--- src/rtl/shreg_pkg.sv ---
package shreg_pkg;
  typedef enum logic [1:0] {
    MODE_HOLD = 2'b00,
    MODE_SHR  = 2'b01,
    MODE_SHL  = 2'b10,
    MODE_LOAD = 2'b11
  } mode_e;

  localparam int unsigned SEL_W = 2;
endpackage

--- src/rtl/shreg_next.sv ---
module shreg_next
  import shreg_pkg::*;
#(
  parameter int unsigned WIDTH = 8
) (
  input  mode_e             mode,
  input  logic [WIDTH-1:0]  q,
  input  logic [WIDTH-1:0]  par_in,
  input  logic              ser_r,
  input  logic              ser_l,
  output logic [WIDTH-1:0]  d
);
  localparam int unsigned TOP = WIDTH - 1;

  // Per-stage source selection; end stages take the serial inputs.
  for (genvar i = 0; i < WIDTH; i++) begin : g_stage
    logic from_low;
    logic from_high;

    if (i == 0) begin : g_lo_end
      assign from_low = ser_r;
    end else begin : g_lo_mid
      assign from_low = q[i-1];
    end

    if (i == TOP) begin : g_hi_end
      assign from_high = ser_l;
    end else begin : g_hi_mid
      assign from_high = q[i+1];
    end

    always_comb begin
      unique case (mode)
        MODE_HOLD: d[i] = q[i];
        MODE_SHR:  d[i] = from_low;
        MODE_SHL:  d[i] = from_high;
        MODE_LOAD: d[i] = par_in[i];
        default:   d[i] = q[i];
      endcase
    end
  end
endmodule

--- src/rtl/shreg_stages.sv ---
module shreg_stages #(
  parameter int unsigned WIDTH = 8
) (
  input  logic             clk,
  input  logic             rst_n,
  input  logic [WIDTH-1:0] d,
  output logic [WIDTH-1:0] q
);
  for (genvar i = 0; i < WIDTH; i++) begin : g_ff
    always_ff @(posedge clk or negedge rst_n) begin
      if (!rst_n) q[i] <= 1'b0;
      else        q[i] <= d[i];
    end
  end
endmodule

--- src/rtl/shreg_drive.sv ---
module shreg_drive
  import shreg_pkg::*;
#(
  parameter int unsigned N_OE = 2
) (
  input  mode_e           mode,
  input  logic [N_OE-1:0] oe_n,
  output logic            drv_en
);
  logic all_enabled;
  logic load_sel;

  assign all_enabled = ~|oe_n;
  assign load_sel    = (mode == MODE_LOAD);
  assign drv_en      = all_enabled & ~load_sel;
endmodule

--- src/rtl/shreg_bidir.sv ---
module shreg_bidir
  import shreg_pkg::*;
#(
  parameter int unsigned WIDTH = 8,
  parameter int unsigned N_OE  = 2
) (
  input  logic             clk,
  input  logic             rst_n,
  input  logic [1:0]       sel,
  input  logic [N_OE-1:0]  oe_n,
  input  logic             ser_r_in,
  input  logic             ser_l_in,
  input  logic [WIDTH-1:0] bus_in,
  output logic [WIDTH-1:0] bus_out,
  output logic             bus_oe,
  output logic             tap_lo,
  output logic             tap_hi
);
  localparam int unsigned TOP = WIDTH - 1;

  mode_e            mode;
  logic [WIDTH-1:0] q;
  logic [WIDTH-1:0] d;

  assign mode = mode_e'(sel);

  shreg_next #(.WIDTH(WIDTH)) u_next (
    .mode   (mode),
    .q      (q),
    .par_in (bus_in),
    .ser_r  (ser_r_in),
    .ser_l  (ser_l_in),
    .d      (d)
  );

  shreg_stages #(.WIDTH(WIDTH)) u_stages (
    .clk   (clk),
    .rst_n (rst_n),
    .d     (d),
    .q     (q)
  );

  shreg_drive #(.N_OE(N_OE)) u_drive (
    .mode   (mode),
    .oe_n   (oe_n),
    .drv_en (bus_oe)
  );

  assign bus_out = q;
  assign tap_lo  = q[0];
  assign tap_hi  = q[TOP];
endmodule

--- config.mk ---
export PLATFORM = sky130hd
export DESIGN_NAME = shreg_bidir
export DESIGN_NICKNAME = d
export VERILOG_FILES = /design/src/rtl/shreg_pkg.sv /design/src/rtl/shreg_next.sv /design/src/rtl/shreg_stages.sv /design/src/rtl/shreg_drive.sv /design/src/rtl/shreg_bidir.sv
export SDC_FILE = /design/constraint.sdc
export NUM_CORES = 1
export LEC_CHECK = 0
export ABC_AREA = 1
export BUFFER_PORTS_ARGS = -buffer_cell sky130_fd_sc_hd__buf_2
export CELL_PAD_IN_SITES_DETAIL_PLACEMENT = 0
export CELL_PAD_IN_SITES_GLOBAL_PLACEMENT = 1
export CORE_ASPECT_RATIO = 1.5
export CORE_MARGIN = 10
export CORE_UTILIZATION = 28
export CTS_CLUSTER_SIZE = 14
export DETAILED_ROUTE_END_ITERATION = 16
export GPL_TIMING_DRIVEN = 1
export PLACE_DENSITY = 0.82
export SETUP_SLACK_MARGIN = 0.05
export SYNTH_ARGS = -nofsm -noshare
export SYNTH_HDL_FRONTEND = slang
export SYNTH_SLANG_ARGS = --single-unit
--- constraint.sdc ---
create_clock -name clk -period 0.8 [get_ports clk]
set_clock_uncertainty 0.05 [all_clocks]
set_input_delay 0.12 -clock clk [delete_from_list [all_inputs] [get_ports clk]]
set_output_delay 0.12 -clock clk [all_outputs]
set_load 0.02 [all_outputs]
* After elaboration in Yosys (flattened, before gate mapping) *
Cells that the tools add are included.

storage, ports and cells
  input bits = 16
  bits in registers = 8
  output and inout bits = 11
  logic and storage cells = 24

cells by class
  multiplexer cells = 8
  reduce and logical (&&, ||, !) cells = 3
  equal/unequal tests = 3
  bitwise operators = 2

operator list
  operator                                        number
  one-hot mux 1 bit (3 select lines)              8
  == test 2 bit (second input constant)           2
  == test 2 x 1 -> 1 bit (second input constant)  1
  logical NOT 2 bit                               1
  OR reduction 2 bit                              1
  bitwise AND 1 bit                               1
  logical NOT 1 bit                               1
  inverter 1 bit                                  1

* Longest topological paths before layout *
Gate-level depths: netlist of the first run.

  word-level depth = 3
  depth in mapped cells = 6
  gate-level depth less buffers = 5

* By module *
A second synthesis of the first run with hierarchy kept.

second synthesis, totals
  cell total of the unflattened synthesis = 61
  area total of the unflattened synthesis = 494.2 um^2

by module, submodules not included
  module        sequential area each (um^2)  area each (um^2)  times used  cells each
  shreg_next    0.0                          264.0             1           47
  shreg_stages  200.2                        200.2             1           8
  shreg_bidir   0.0                          15.0              1           2
  shreg_drive   0.0                          15.0              1           4

* Least setup slack after synthesis of the first run *
No wires, ideal clock.

  path type = reg-to-reg
  start point = register u_stages.q[6]
  end point = register u_stages.q[7]
  setup time = 0.116 ns
  slack = -0.117 ns
  buffers on the path = 0
  required time = 0.634 ns
  period minus slack after synthesis = 0.917 ns
  stages on the path, launching flop included = 5
  arrival time = 0.751 ns
  cell sequence = dfrtp_1 nand2_1 nand2_1 nor2_1 nor2_2

on the way
  word-level cells in the longest chain between the ends = 1

ends and longest elaborated chain
  element                             line                source
  from (decl)                         shreg_stages.sv:7   output logic [WIDTH-1:0] q
  from (signal, indexed assignment)   shreg_stages.sv:12  else q[i] <= d[i];
  one-hot mux 1 bit (3 select lines)  shreg_next.sv:33    unique case (mode)

Every way passes these cells.
A chain may end at the register's enable or synchronous reset.

* Final worst setup path of the first run *
  start point = register u_stages.q[7]
  end point = register u_stages.q[6]

Same word-level chain as after synthesis.

==> key figures, run 1 <==
STA
  – Final hold vios: 0
  – Final setup vio count: 18
  – Maximum clock rate: 1.02 GHz
  – RSZ-0062 raised after global routing: yes
  – Final worst slack: -0.184 ns
  – Normalized max-slew margin: 88.3%
  – Final Max Tran Viols: 0
  – Final period utilization: 123%
  – Final worst path period need: 0.984 ns
  – Worst Tran Pin Value: 0.176 ns

Run
  – Max-cap violations: 0

Yosys
  – Sequential area share after synthesis: 33.5%
  – Mapped Nets: 93
  – Netlist cell types: 16
  – Mapped cell area: 597 um^2
  – Register bit total from synthesis: 8
  – Synthesized area per cell: 7.75 um^2
  – Warnings from Yosys: 0
  – Cells after synthesis: 77

Worst setup path
  – Worst setup path class: flop to flop
  – Worst reg2reg startpoint: u_stages.q[7]$_DFFE_PN0P_
  – R2r worst-path depth: 5
  – Max incr delay on CP: 0.43 ns
  – CP required: 0.88 ns
  – Worst R2R End: u_stages.q[6]$_DFFE_PN0P_
  – WP buf/inv: 1
  – Setup slack, reg-to-reg: -0.18 ns
  – Worst path slowest cell: dfrtp_2
  – CP endpoint kind: flop
  – Crit Path Max Fanout: 3
  – CP cell instances: buf_4, nand3_2, nand3_1, nand2_1, nand2_1
  – Critical path arrival: 1.07 ns
  – Crit path top cell by count: nand2_1
  – Startpoint Class: flop
  – CP top delay family: flip-flops
  – CP startpoint: u_stages.q[7]$_DFFE_PN0P_

Power
  – Leak: 0.606 nW
  – Max rail drop VDD: 705 uV
  – Cell Pwr Density: 1450 mW/mm^2

Routing
  – DRC: 0
  – Via Count: 694
  – DRT iter0 DRCs: 22
  – Avg WL per Cell: 13.6 um
  – Vias per inst: 4.66
  – Final ANT Viol Nets: 0
  – Drt pass-1 iters: 3
  – Total wire length: 2020 um

Status
  – Failing checks: negative setup slack
  – Status: finished, violations left

Global route
  – Initial antenna violation count: 0
  – Largest net degree at the start of global routing: 10
  – First-pass GRT wire length: 3280 um
  – GRT Residual Overflow: 0
  – Gr usage total: 8.93%
  – Vias in the first global route: 761

Clock tree
  – Worst skew pair latency: 0.24 ns
  – Clock-pin slew on the worst setup and hold paths: 0.05 ns
  – CTS tree: built
  – Htree depth: 1
  – CTS sink count: 8
  – TritonCTS Buffers: 3
  – Root Driver: clkbuf_4
  – Max Root-Sink Buffers: 2

Finish
  – Area grow syn2layout: 95.8%
  – Number of fill cells: 171
  – Most flops, register: u_stages.q
  – Ant. Diodes: 0
  – Biggest regs: u_stages.q: 8 flops
  – Max FFs per register: 8
  – Register Area: 210 um^2
  – Area of the multi-input gates: 397 um^2
  – Nets: 145
  – Finished Core Util: 57.7%
  – Layout cells sized above 1: 78.0%
  – Finished Layout Cells: 149
  – Final instance area: 0.00117 mm^2

Placed design
  – Post-Place Cells: 126
  – IO buf count: 26
  – Final HPWL DP: 1360 um
  – Cell area after placement: 764 um^2
  – Final GP Congestion: 0.689

Hold path
  – Hold Path Cell Cnt: 5
  – Hold path endpoint: u_stages.q[0]$_DFFE_PN0P_
  – Hold Startpoint: ser_r_in
  – Worst Hold Class: input port to flop

Floorplan
  – Chip width: 57.7 um
  – Die Height: 76.5 um
  – Core ar.: 0.00203 mm^2
  – I/O pins: 27
  – Starting density of the core: 29.4%
  – Row cnt: 20
  – Die area: 0.00442 mm^2
==> cell families after synthesis <==
family | count (synthesis) | synth area share (%)
and+or+nand+nor | 57 | 50.1
buffers and inverters | 10 | 14.0
DFF | 8 | 33.5
AOI/OAI and AO/OA | 2 | 2.31
==> worst max path at each step <==
stage | end | depth (start not counted)
after global routing | u_stages.q[6]$_DFFE_PN0P_ | 5
after floorplan | u_stages.q[7]$_DFFE_PN0P_ | 4
after CTS | tap_hi | 1
final | u_stages.q[6]$_DFFE_PN0P_ | 5
after detailed placement | u_stages.q[0]$_DFFE_PN0P_ | 6
after global placement | u_stages.q[7]$_DFFE_PN0P_ | 6
==> stage by stage <==
step	setup TNS (ns)	total power [mW]	hold WS (ns)	setup slack [ns]
floorplan	-0.316	0.859	-0.226	-0.0623
global placement	-0.561	1.01	-0.0832	-0.0764
detailed placement	-0.648	1.01	-0.0817	-0.0871
CTS	-2.82	1.61	0.159	-0.183
global route	-3.44	1.81	0.178	-0.232
finish	-2.75	1.69	0.157	-0.184
==> area by class of cell <==
cell class                 count  share of cell area (%)
clock buffer                   3                    1.93
inverter                       5                    3.96
multi-input combinational     59                    33.9
sequential                     8                    18.0
tap                           22                    2.36
timing repair buffer          52                    39.8
==> per-layer routing <==
layer	GRT usage (%)	wire (um)
met4	4.95	45
met5	0	0
met1	8.65	757
met2	15.4	1110
met3	3.33	113
==> synth_stat cells <==
cell     count  area, um^2
nand2_1     30         113
nand3_1     13        65.1
nand3_2      9        90.1
dfrtp_1      8         200
buf_4        2        15.0
buf_6        2        22.5
inv_1        2        7.51
nor2_1       2        7.51
nor2_2       2        12.5
a21oi_2      1        8.76
buf_12       1        20.0
inv_2        1        3.75
inv_4        1        6.26
inv_6        1        8.76
nor2_4       1        11.3
o21ai_1      1        5.00
==> worst min-delay path: cells and delay by family <==
| family | cells | cell delay, ns |
|---|---|---|
| buffers and inverters | 1 | 0.08 |
| and+or+nand+nor | 4 | 0.22 |
==> cells in the final DEF, fill, tap and decap left out, drive strengths merged <==
cell type	count
a21oi	1
nand3	22
nand2	30
nor2	5
inv	3
clkinv	2
o21ai	1
clkbuf	3
dfrtp	8
buf	51
dlygate4sd3	1
==> power by group <==
part           leakage [nW]  total [mW]  switching [mW]  internal [mW]
registers            0.0905       0.538          0.0615          0.477
clock network        0.0138       0.288           0.118          0.170
logic                 0.502       0.866           0.406          0.461
total                 0.606        1.69           0.585           1.11
==> timing repair <==
action / CTS / global route
pin swaps: 11 / 9
endpoints found under the setup margin: 19 / 19
gates resized for setup: 46 / 21
hold buffers: 1 / 0
setup buffers: 10 / 9
endpoints found under the hold margin: 8 / 0
Note: power is estimated with default switching activity, not from simulation.
==> inputs of run 2 (changes only) <==
Settings changed: BUFFER_PORTS_ARGS -buffer_cell sky130_fd_sc_hd__buf_2 to -buffer_cell sky130_fd_sc_hd__buf_4, SETUP_SLACK_MARGIN 0.05 to 0.1.
==> run 2 against run 1 <==
  * The flow still finishes with violations (negative setup slack)
  * Critical path depth decreased by 4
  * Routed wire length decreased by 4.9%
  * Count of clock-buffer cells in the layout unchanged
  * Sequential share of layout area increased by 0.35 points
  * Combinational power decreased by 1%
  * Highest routed layer unchanged
  * Via count decreased by 3.5%
  * Final cell count decreased by 4.0%
  * Die area unchanged
==> key figures, run 2 (synthesized netlist as in run 1, its figures left out) <==
Status
  – Status: finished, violations left
  – Failing checks: negative setup slack

STA
  – Final setup vio count: 18 (unchanged)
  – Maximum clock rate: 1.02 GHz (about the same)
  – Final worst path period need: 0.983 ns (-0.000126 ns)
  – Final Max Tran Viols: 0 (unchanged)
  – RSZ-0062 raised after global routing: yes
  – Final worst slack: -0.183 ns (+0.000126 ns)
  – Final period utilization: 123% (about the same)
  – Normalized max-slew margin: 91.4% (+3.1 points)
  – Hold_ws: 0.146 ns (-0.0112 ns)
  – Worst Tran Pin Value: 0.129 ns (-0.0470 ns)
  – Final hold vios: 0 (unchanged)

Finish
  – Number of fill cells: 178 (+4.1%)
  – Ant. Diodes: 0 (unchanged)
  – Finished Core Util: 56.5% (-1.1 points)
  – Area grow syn2layout: 92.0%
  – Biggest regs: u_stages.q: 8 flops
  – Nets: 139 (-4.1%)
  – Commonest non-fill, non-tap cells in the layout: nand2_1 (23), buf_4 (23), buf_6 (18)
  – Final instance area: 0.00115 mm^2 (-1.9%)
  – Max FFs per register: 8 (unchanged)
  – Layout cells sized above 1: 73.6% (-4.4 points)
  – Most flops, register: u_stages.q

Placed design
  – IO buf count: 26 (unchanged)
  – Final GP Congestion: 0.759 (+10%)
  – Cell area after placement: 838 um^2 (+9.7%)
  – Place WS: -0.0640 ns (+0.0231 ns)
  – Final HPWL DP: 1350 um (-0.19%)

Floorplan
  – Die area: 0.00442 mm^2 (unchanged)
  – Row cnt: 20 (unchanged)
  – Starting density of the core: 29.4% (unchanged)
  – I/O pins: 27 (unchanged)
  – Chip width: 57.7 um (unchanged)
  – Core ar.: 0.00203 mm^2 (unchanged)
  – Die Height: 76.5 um (unchanged)

Global route
  – Gr usage total: 8.54% (-0.38 points)
  – Vias in the first global route: 728 (-4.3%)
  – Initial antenna violation count: 0 (unchanged)
  – First-pass GRT wire length: 3090 um (-5.7%)
  – Largest net degree at the start of global routing: 10 (unchanged)
  – GRT Residual Overflow: 0 (unchanged)

Worst setup path
  – CP endpoint kind: output port
  – Startpoint Class: flop
  – Critical path arrival: 0.81 ns (-0.26 ns)
  – Worst setup path class: flop to output port
  – Max incr delay on CP: 0.43 ns (about the same)
  – CP top delay family: flip-flops
  – CP required: 0.63 ns (-0.25 ns)
  – Worst path slowest cell: dfrtp_2
  – CP cell instances: buf_6
  – R2r worst-path depth: 5 (unchanged)
  – Crit Path Max Fanout: 3 (unchanged)
  – WP buf/inv: 1 (unchanged)
  – Critical path depth: 1 (-4)

Clock tree
  – Clock-pin slew on the worst setup and hold paths: 0.05 ns (about the same)
  – Worst skew pair latency: 0.24 ns (about the same)
  – TritonCTS Buffers: 3 (unchanged)
  – Htree depth: 1 (unchanged)
  – Max Root-Sink Buffers: 2 (unchanged)
  – CTS tree: built
  – Root Driver: clkbuf_4
  – CTS sink count: 8 (unchanged)

Routing
  – Final ANT Viol Nets: 0 (unchanged)
  – DRT iter0 DRCs: 25 (+14%)
  – Via Count: 670 (-3.5%)
  – Vias per inst: 4.69 (+0.59%)
  – DRC: 0 (unchanged)
  – Total wire length: 1920 um (-4.9%)
  – Drt pass-1 iters: 4 (+1)
  – Avg WL per Cell: 13.4 um (-0.96%)

Power
  – Leak: 0.581 nW (-4.2%)
  – Pwr Total: 1.68 mW (-1.0%)
  – Max rail drop VDD: 786 uV (+11%)
  – Cell Pwr Density: 1460 mW/mm^2 (+0.94%)

Hold path
  – Worst Hold Class: input port to flop
  – Hold Path Cell Cnt: 5 (unchanged)

Run
  – Max-cap violations: 0 (unchanged)
==> run 2: cell count changes in the layout (fill, tap and decap cells not counted), moves of 2 or more <==
cell / previous run / this run
buf_2: 13 / 0
buf_4: 17 / 23
clkinv_8: 2 / 0
nand2_1: 18 / 23
nand2_2: 9 / 6
nand2_4: 3 / 1
==> run 2: routing by layer <==
layer | part of all wire, % | global-route usage (%)
met3 | 5.1 | 2.33
met2 | 55 | 16.2
met4 | 3.3 | 5.19
met1 | 37 | 7.36
met5 | 0 | 0
==> run 2: worst paths after layout <==
kind                                           startpoint                        end  slack [ns]
worst max-delay path            u_stages.q[7]$_DFFE_PN0P_                     tap_hi       -0.18
worst min-delay path                            bus_in[2]  u_stages.q[2]$_DFFE_PN0P_        0.15
worst max register to register  u_stages.q[6]$_DFFE_PN0P_  u_stages.q[7]$_DFFE_PN0P_       -0.18
worst min register to register  u_stages.q[1]$_DFFE_PN0P_  u_stages.q[1]$_DFFE_PN0P_        0.56
max in group asynchronous                           rst_n  u_stages.q[4]$_DFFE_PN0P_        0.38
min in group asynchronous                           rst_n  u_stages.q[3]$_DFFE_PN0P_        0.18
==> run 2: area by class of cell <==
cell class	count	area, um^2	share of cell area (%)
Sequential cell	8	210	18.3
Inverter	5	41.3	3.60
Clock buffer	3	22.5	1.97
Multi-Input combinational cell	59	379	33.1
Timing Repair Buffer	46	465	40.6
Tap cell	22	27.5	2.40
==> run 2: timing repair <==
item,in CTS,in global routing
resized for setup,35,11
hold buffers,1,0
hold endpoints to repair,8,0
endpoints found under the setup margin,19,19
setup buffers,13,1
pin swaps,5,5
==> run 2: through the flow <==
stage / TNS (ns) / instances
global route: -3.36 / 143
CTS: -2.85 / 142
finish: -2.75 / 143
global placement: -0.375 / 125
detailed placement: -0.387 / 125
floorplan: -0.316 / 77
==> run 2: worst reg2reg max path: cells and delay by family (launching register included) <==
kind,cells,cell delay (ns)
buffers and inverters,1,0.13
AND/OR/NAND/NOR,4,0.28
flip-flops,1,0.41
==> run 2: where the power goes <==
part / total, mW / leakage (nW) / internal [mW] / switching [mW]
Combinational: 0.854 / 0.476 / 0.460 / 0.395
Clock: 0.283 / 0.0138 / 0.170 / 0.113
Sequential: 0.538 / 0.0905 / 0.477 / 0.0613
Total: 1.68 / 0.581 / 1.11 / 0.569
